===== src/rtl/swdiv_pkg.sv =====
package swdiv_pkg;

  // control -> datapath strobes
  typedef struct packed {
    logic reload;   // period boundary: counters take the next settings
    logic swStep;   // swallow counter steps down
    logic mnStep;   // main counter steps down
    logic modHi;    // prescaler runs at P+1
    logic smallP;   // active pair is the small one
  } dvCmd_t;

  // datapath -> control status
  typedef struct packed {
    logic presTick; // prescaler output edge this cycle
    logic swLeft;   // swallow counter not yet exhausted
    logic mainLast; // main counter on its final tick
  } dvSts_t;

endpackage


===== src/rtl/swdiv_ctrl.sv =====
module swdiv_ctrl
  import swdiv_pkg::*;
#(
  parameter int SW_W     = 7,
  parameter int MN_W     = 11,
  parameter int MIN_MAIN = 3,
  parameter int DEF_SW   = 0,
  parameter int DEF_MN   = 3,
  parameter bit DEF_MODE = 1'b1
) (
  input  logic            clk,
  input  logic            rstN,
  input  logic            loadStb,
  input  logic [SW_W-1:0] swIn,
  input  logic [MN_W-1:0] mnIn,
  input  logic            modeIn,
  input  dvSts_t          sts,
  output dvCmd_t          cmd,
  output logic [SW_W-1:0] nextSw,
  output logic [MN_W-1:0] nextMn,
  output logic            cfgErr
);

  localparam int PAD = MN_W - SW_W;

  logic [SW_W-1:0] pendSw, actSw;
  logic [MN_W-1:0] pendMn, actMn;
  logic            pendMode, actMode, pendValid;
  logic            badCfg, nextMode;

  assign badCfg = (mnIn < MN_W'(MIN_MAIN)) || (mnIn < {{PAD{1'b0}}, swIn});

  assign nextSw   = pendValid ? pendSw   : actSw;
  assign nextMn   = pendValid ? pendMn   : actMn;
  assign nextMode = pendValid ? pendMode : actMode;

  always_comb begin
    cmd.reload = sts.presTick && sts.mainLast;
    cmd.swStep = sts.presTick && sts.swLeft;
    cmd.mnStep = sts.presTick;
    cmd.modHi  = sts.swLeft;
    cmd.smallP = actMode;
  end

  // pending settings: written by accepted loads only
  always_ff @(posedge clk) begin
    if (!rstN) begin
      pendSw    <= SW_W'(DEF_SW);
      pendMn    <= MN_W'(DEF_MN);
      pendMode  <= DEF_MODE;
      pendValid <= 1'b0;
      cfgErr    <= 1'b0;
    end else begin
      if (cmd.reload) pendValid <= 1'b0;
      if (loadStb) begin
        if (badCfg) begin
          cfgErr <= 1'b1;
        end else begin
          cfgErr    <= 1'b0;
          pendSw    <= swIn;
          pendMn    <= mnIn;
          pendMode  <= modeIn;
          pendValid <= 1'b1;
        end
      end
    end
  end

  // active settings: change only on the boundary edge
  always_ff @(posedge clk) begin
    if (!rstN) begin
      actSw   <= SW_W'(DEF_SW);
      actMn   <= MN_W'(DEF_MN);
      actMode <= DEF_MODE;
    end else if (cmd.reload) begin
      actSw   <= nextSw;
      actMn   <= nextMn;
      actMode <= nextMode;
    end
  end

  AST_ACTIVE_AT_BOUNDARY: assert property (@(posedge clk) disable iff (!rstN)
    !cmd.reload |=> ($stable(actSw) && $stable(actMn) && $stable(actMode)));

  AST_REFUSED_LOAD_HOLDS: assert property (@(posedge clk) disable iff (!rstN)
    (loadStb && badCfg) |=> ($stable(pendSw) && $stable(pendMn) && $stable(pendMode)));

endmodule


===== src/rtl/swdiv_datapath.sv =====
module swdiv_datapath
  import swdiv_pkg::*;
#(
  parameter int SW_W   = 7,
  parameter int MN_W   = 11,
  parameter int PRE_LO = 64,
  parameter int DEF_SW = 0,
  parameter int DEF_MN = 3
) (
  input  logic            clk,
  input  logic            rstN,
  input  dvCmd_t          cmd,
  input  logic [SW_W-1:0] nextSw,
  input  logic [MN_W-1:0] nextMn,
  output dvSts_t          sts,
  output logic            divPulse
);

  localparam int PRE_HI = 2 * PRE_LO;
  localparam int PRES_W = $clog2(PRE_HI + 2);
  localparam int PAD    = MN_W - SW_W;

  logic [PRES_W-1:0] presCnt, pBase, presLast;
  logic [SW_W-1:0]   swCnt;
  logic [MN_W-1:0]   mnCnt;

  // prescaler model: count P or P+1 input cycles per tick
  assign pBase    = cmd.smallP ? PRES_W'(PRE_LO) : PRES_W'(PRE_HI);
  assign presLast = cmd.modHi ? pBase : pBase - PRES_W'(1);

  always_comb begin
    sts.presTick = (presCnt == presLast);
    sts.swLeft   = (swCnt != '0);
    sts.mainLast = (mnCnt == MN_W'(1));
  end

  always_ff @(posedge clk) begin
    if (!rstN) presCnt <= '0;
    else if (sts.presTick) presCnt <= '0;
    else presCnt <= presCnt + PRES_W'(1);
  end

  always_ff @(posedge clk) begin
    if (!rstN) begin
      swCnt <= SW_W'(DEF_SW);
      mnCnt <= MN_W'(DEF_MN);
    end else if (cmd.reload) begin
      swCnt <= nextSw;
      mnCnt <= nextMn;
    end else begin
      if (cmd.swStep) swCnt <= swCnt - SW_W'(1);
      if (cmd.mnStep) mnCnt <= mnCnt - MN_W'(1);
    end
  end

  always_ff @(posedge clk) begin
    if (!rstN) divPulse <= 1'b0;
    else divPulse <= cmd.reload;
  end

  AST_SWALLOW_WITHIN_MAIN: assert property (@(posedge clk) disable iff (!rstN)
    ({{PAD{1'b0}}, swCnt} <= mnCnt));

  AST_MAIN_NEVER_ZERO: assert property (@(posedge clk) disable iff (!rstN)
    (mnCnt != '0));

  AST_PULSE_SINGLE: assert property (@(posedge clk) disable iff (!rstN)
    divPulse |=> !divPulse);

endmodule


===== src/rtl/swallow_divider.sv =====
module swallow_divider
  import swdiv_pkg::*;
#(
  parameter int SW_W     = 7,
  parameter int MN_W     = 11,
  parameter int PRE_LO   = 64,
  parameter int MIN_MAIN = 3,
  parameter int DEF_SW   = 0,
  parameter int DEF_MN   = 3,
  parameter bit DEF_MODE = 1'b1
) (
  input  logic            clk,
  input  logic            rstN,
  input  logic [SW_W-1:0] swallowIn,
  input  logic [MN_W-1:0] mainIn,
  input  logic            modeSel,
  input  logic            loadStb,
  output logic            divPulse,
  output logic            modCtrl,
  output logic            cfgErr
);

  dvCmd_t          cmd;
  dvSts_t          sts;
  logic [SW_W-1:0] nextSw;
  logic [MN_W-1:0] nextMn;

  swdiv_ctrl #(
    .SW_W(SW_W), .MN_W(MN_W), .MIN_MAIN(MIN_MAIN),
    .DEF_SW(DEF_SW), .DEF_MN(DEF_MN), .DEF_MODE(DEF_MODE)
  ) u_ctrl (
    .clk(clk), .rstN(rstN), .loadStb(loadStb),
    .swIn(swallowIn), .mnIn(mainIn), .modeIn(modeSel),
    .sts(sts), .cmd(cmd), .nextSw(nextSw), .nextMn(nextMn), .cfgErr(cfgErr)
  );

  swdiv_datapath #(
    .SW_W(SW_W), .MN_W(MN_W), .PRE_LO(PRE_LO),
    .DEF_SW(DEF_SW), .DEF_MN(DEF_MN)
  ) u_dp (
    .clk(clk), .rstN(rstN), .cmd(cmd),
    .nextSw(nextSw), .nextMn(nextMn), .sts(sts), .divPulse(divPulse)
  );

  assign modCtrl = cmd.modHi;

  AST_MODHI_STARTS_AT_PULSE: assert property (@(posedge clk) disable iff (!rstN)
    $rose(modCtrl) |-> divPulse);

endmodule


===== config.mk =====
export PLATFORM = sky130hd
export DESIGN_NAME = swallow_divider
export DESIGN_NICKNAME = d
export VERILOG_FILES = /design/src/rtl/swdiv_pkg.sv /design/src/rtl/swdiv_ctrl.sv /design/src/rtl/swdiv_datapath.sv /design/src/rtl/swallow_divider.sv
export SDC_FILE = /design/constraint.sdc
export NUM_CORES = 1
export LEC_CHECK = 0
export BUFFER_PORTS_ARGS = -buffer_cell sky130_fd_sc_hd__buf_2
export CAP_MARGIN = 5
export CORE_UTILIZATION = 50
export CTS_CLUSTER_SIZE = 28
export DETAILED_ROUTE_END_ITERATION = 10
export PLACE_DENSITY = 0.71
export SYNTH_ARGS = -nofsm -noshare
export SYNTH_HDL_FRONTEND = slang
export SYNTH_SLANG_ARGS = --single-unit

===== constraint.sdc =====
create_clock -name clk -period 2.43 [get_ports clk]
set_input_delay 0.486 -clock clk [delete_from_list [all_inputs] [get_ports clk]]
set_output_delay 0.486 -clock clk [all_outputs]
set_load 0.05 [all_outputs]

======== Yosys cells after proc, flatten, opt, wreduce, memory -nomap -nowiden ========
Index checks and enable logic that the tools add are counted.
word-level totals
  memory bits (writable) .................. 0
  latch bits .............................. 0
  memories kept ........................... 0
  output and inout bits ................... 3
  input port bits ......................... 22
  word-level logic and storage cells ...... 43
  flip-flop bits (word level) ............. 67
  ROM bits ................................ 0
cells by class
  multiply operators ...................... 0
  bitwise operators ....................... 2
  mux-type cells .......................... 12
  eq/ne operators ......................... 2
  divide/modulo/power cells ............... 0
  reductions and logical operators ........ 9
  shift-type cells ........................ 0
  order comparisons ....................... 2
  add/sub/neg operators ................... 4
operator list
  kind                                                          number
  two-way mux 11 bit                                            3
  two-way mux 7 bit                                             3
  two-way mux 8 bit                                             2
  == test 11 x 1 -> 1 bit (second input constant)               1
  less-than comparator 11 x 2 -> 1 bit (second input constant)  1
  less-than comparator 11 x 7 -> 1 bit                          1
  subtractor 11 x 1 -> 11 bit (second input constant)           1
  adder 8 x 1 -> 8 bit (second input constant)                  1
  == test 8 bit                                                 1
  subtractor 8 x 1 -> 8 bit (second input constant)             1
  nonzero test 7 bit                                            1
  subtractor 7 x 1 -> 7 bit (second input constant)             1
  two-way mux 1 bit                                             4
  AND reduction 2 bit                                           2
  nonzero test 2 bit                                            2
  logical AND 1 bit                                             2
  NOT 1 bit                                                     2
  OR reduction 2 bit                                            1
  logical OR 1 bit                                              1

======== Longest topological paths before layout ========
  depth after elaboration ................. 8
  gate-level depth with buffers ........... 13
  mapped depth without buffers ............ 11

======== Cells and area by module ========
Synthesis repeated with hierarchy kept, for this count alone.
second synthesis, totals
  cells, all modules ...................... 389
  area total of the unflattened synthesis .. 3,412.0 µm²
modules (own cells, without submodules)
  module          area an instance (µm²)  seq. area each (µm²)  instances  cells an instance
  swdiv_ctrl      1,966.9                 800.8                 1          222
  swdiv_datapath  1,445.1                 540.5                 1          167

======== Worst setup path after synthesis ========
Ideal clock, no wire load.
  kind .................................... register -> register
  start point ............................. reg u_dp.swCnt[0]
  end point ............................... reg u_dp.swCnt[0]
  path buffers ............................ 1
  stages on the path, launching flop included .. 13
  library setup time ...................... 0.120 ns
  path slack .............................. -0.242 ns
  data arrival time ....................... 2.553 ns
  required time ........................... 2.310 ns
  period minus slack after synthesis ...... 2.672 ns
  cells stage by stage .................... dfxtp_1 -> inv_1 -> ha_1 -> nor3b_4 -> nand2_4 -> ha_1 -> xor2_1 -> nor2_1 -> inv_1 -> nor3_4 -> buf_6 -> nor3_2 -> o31a_1
between the ends
  cells in the longest elaborated chain, start to end .. 5
  elaborated cells on any way between the ends .. 9
  classes of those cells .................. add/sub (1); eq/ne (1); mux (3); reduce/logical (4)
RTL lines
  what                                                            RTL line                            text
  start: declaration                                              swdiv_datapath.sv:24                logic [SW_W-1:0] swCnt;
  start signal: assignment                                        swdiv_datapath.sv:45                swCnt <= SW_W'(DEF_SW);
  start signal: assignment                                        swdiv_datapath.sv:48                swCnt <= nextSw;
  start signal: assignment                                        swdiv_datapath.sv:51                if (cmd.swStep) swCnt <= swCnt - SW_W'(1);
  nonzero test 7 bit *                                            swdiv_datapath.sv:33                sts.swLeft = (swCnt != '0);
  named net modCtrl                                               swallow_divider.sv:19               output logic modCtrl,
  two-way mux 8 bit                                               swdiv_datapath.sv:29                assign presLast = cmd.modHi ? pBase : pBase - PRES_W'(1);
  == test 8 bit                                                   swdiv_datapath.sv:32                sts.presTick = (presCnt == presLast);
  logical AND 1 bit (on tied branches)                            swdiv_ctrl.sv:38, swdiv_ctrl.sv:39
  two-way mux 7 bit / nonzero test 2 bit (equally long branches)  --
Mark *: on every way through the listed nets, which the timed path passes. The rest lies on a longest branch. The select of a mux whose other input is x is not followed.
A chain may end at the register's enable or synchronous reset.

======== Worst setup path in the final report ========
  start point ............................. reg u_dp.swCnt[0]
  end point ............................... reg u_dp.swCnt[4]
between the ends
  cells in the longest elaborated chain, start to end .. 5
  elaborated cells on any way between the ends .. 9
  classes of those cells .................. add/sub (1); eq/ne (1); mux (3); reduce/logical (4)
RTL lines
  what
  parallel branches: the longest is 5 deep, another holds subtractor 7 x 1 -> 7 bit
Several ways; the timed one is not identified. The select of a mux whose other input is x is not followed.

==> results by group <==
Power and ir drop
  – Worst VDD drop: 368 µV
  – Total chip power: between 2000 and 2500 µW
  – PwrDens: around 540 nW/µm²
  – LEAKAGE: 0.00175 µW

Synthesis
  – Synthesized flop and latch total: 67
  – Distinct cells, synth: 51
  – Synth top area cells: dfxtp_1, mux2i_1, nand2_1
  – Post-Syn Area per Cell: 8.63 µm²
  – Synth Net Count: 434
  – FFs w/ async S/R, synth: 0%
  – Sequential fraction of the synthesis area: 38.8%
  – EDFF count, synth: 0
  – Most common flop cell mapped by yosys: dfxtp_1
  – Mapped cell area: 3460 µm²
  – Synth Instances: 401
  – Synth warn: 0
  – Post-synth top area cell: dfxtp_1
  – Yosys top cell area share: 38.8%

Floorplan
  – I/O Pins: 25
  – Initial core utilization: between 50% and 60%
  – Site Rows: 29
  – Chip Height: 85.2 µm
  – Core box area: 6530 µm²
  – Die area: 7260 µm²
  – Die W: about 85 µm

CTS
  – Hold_buf cts: 0
  – Clk sinks: 67
  – Clock Path Buffers: 2
  – Num CTS Buffers: 9
  – Root Driver: clkbuf_8
  – Worst-path clk slew: ~0.070 ns
  – Htree depth: 3
  – CTS tree: yes
  – Clock latency at the later pin of the worst-skew pair: 0.35 ns

Placement
  – Routability cong.: between 0.8 and 0.9
  – Hpwl dp: 5260 µm
  – Port Buf Inserts: 24

GRT
  – GRT overflow: 0
  – Vias in the first global route: 2744
  – Total GRT Usage: 22.1%
  – Largest net degree at the start of global routing: 35
  – Initial antenna violation count: 0
  – Global-route wire length before repair: 12700 µm

Detailed routing
  – DRT Wirelength: approximately 7400 µm
  – Wire per inst: 14.3 µm
  – Vias: 2929
  – DRT iter0 DRCs: 203
  – Vias per inst: 5.63
  – Drt drc: 0
  – Pre-antenna DRT Iters: 4
  – Post-DRT Antenna Nets: 0

Setup path
  – CP max FO: 6
  – Worst endpoint required time: between 2 and 3 ns
  – Critical Setup Path Class: reg -> reg
  – Crit path launch type: flip-flop
  – Critical path arrival: 2.55 ns
  – Critical path capture point type: flip-flop

Layout
  – Inserted Diodes: 0
  – Nets@finish: 472
  – Area Growth Syn to Fin: 16.7%
  – Commonest non-fill, non-tap cell in the layout: dfxtp_1
  – Area of the multi-input gates: about 2000 µm²
  – Fillcell total: 563
  – Commonest non-fill, non-tap cells in the layout: dfxtp_1, nand2_1, nor2_1
  – Fraction of layout cells with a size suffix above 1: 22.3%
  – Register area: 1340 µm²

Status
  – Outcome: finished clean

Timing
  – Worst-Margin Slew: 0.619 ns
  – Crit path time final: 2.33 ns
  – Clk_skew: roughly 0.0064 ns
  – Fin. Hold Viols: 0
  – Final period util: 95.7%
  – Max Freq: 0.430 GHz
  – Final Max Tran Viols: 0
  – Slew margin rel.: 58.7%
  – Final setup violation count: 0
  – TNS Setup: 0 ns
  – Worst Hold Slack: 0.395 ns

Hold path
  – Hold Path Class: in -> reg

Run
  – Max Cap Viol: 0
-- repair_timing --
item / in CTS / in global routing
gates resized for setup: 1 / 5
pin swaps: 0 / 2
setup endpoints to repair: 5 / 21
setup buffers: 0 / 2
gates cloned: 0 / 1
-- sequential cells by signal, indices dropped and copies added, names as in the netlist --
signal,cells
u_ctrl.actMn,11
u_ctrl.pendMn,11
u_dp.mnCnt,11
u_dp.presCnt,8
u_ctrl.actSw,7
u_ctrl.pendSw,7
u_dp.swCnt,7
u_ctrl.actMode,1
u_ctrl.cfgErr,1
u_ctrl.pendMode,1
u_ctrl.pendValid,1
u_dp.divPulse,1
-- worst max-delay path, cell delays in order, from the launching register on --
cell     delay [ns]
dfxtp_2        0.33
inv_2          0.07
ha_4           0.13
nor3b_4        0.23
nand2_4        0.11
ha_4           0.28
xor2_1         0.16
nor2_2         0.06
inv_2          0.09
nor3_4         0.05
buf_12         0.13
buf_4          0.14
nor4_1         0.32
nor3_1         0.09
-- area by class of cell --
type / instances / share of cell area [%]
multi-input combinational: 295 / 49.3
tap: 77 / 2.39
inverter: 17 / 1.58
timing repair buffer: 49 / 8.95
sequential: 67 / 33.2
clock inverter: 5 / 1.36
clock buffer: 10 / 3.16
-- per-stage QoR --
step	worst slack, ns	cell area (µm²)	std cells	util, %
finish	0.104	4040	520	61.8
global route	-0.00567	4040	520	61.8
CTS	0.0198	3970	517	60.8
detailed placement	-0.000824	3780	502	57.9
global placement	0.122	3780	502	57.9
floorplan	-0.0438	3510	401	-
-- cell usage after synthesis, types with 2 or more instances --
cell type	count
a21boi_0	7
a21boi_1	4
a21o_1	2
a21oi_1	14
a22oi_1	2
and2_1	2
and3_1	2
and4_1	2
buf_2	7
clkbuf_1	12
dfxtp_1	67
ha_1	11
inv_1	17
mux2_2	8
mux2i_1	28
nand2_1	62
nand3_1	20
nand4_1	8
nor2_1	36
nor3_1	8
nor3_2	3
nor3b_2	2
nor4_1	4
o211a_1	6
o21a_1	7
o21ai_0	18
o221a_2	4
o22ai_1	3
o311ai_0	3
o31a_1	2
or3_1	2
xnor2_1	2
xor2_1	8
-- final timing paths --
kind,startpoint,end,slack (ns),depth (start not counted)
worst min register to register,u_ctrl.actMn[4],u_ctrl.actMn[4],0.45,2
worst min-delay path,swallowIn[4],u_ctrl.pendSw[4],0.39,3
worst max-delay path,u_dp.swCnt[0],u_dp.swCnt[4],0.10,13
worst max register to register,u_dp.swCnt[0],u_dp.swCnt[4],0.10,13
-- logic make-up (layout without fill, tap and decap cells) --
group | Yosys count | after routing | share of synthesized area (%)
flip-flops | 67 | 67 | 38.8
buffers and inverters | 39 | 81 | 5.28
AND/OR/NAND/NOR | 159 | 159 | 22.5
XOR/XNOR | 10 | 10 | 2.53
AO/OA/AOI/OAI | 78 | 78 | 15.8
adder cells (fa/ha/maj) | 11 | 11 | 3.98
multiplexers | 37 | 37 | 11.1
-- routing by layer --
layer / up-vias / track usage (%) / share of wire [%] / wire length, µm
met2: 62 / 34.5 / 45 / 3360
met1: 1368 / 29.7 / 50 / 3700
met5: - / 0 / 0 / 0
li1: 1485 / - / - / -
met3: 14 / 4.67 / 3.2 / 239
met4: 0 / 9.24 / 2.0 / 148
-- power breakdown --
part	total (µW)	switching [µW]	internal, µW
Sequential	1150	26.6	1130
Combinational	169	93.4	75.8
Clock	879	414	464
Power figures use the tool's default switching activity.
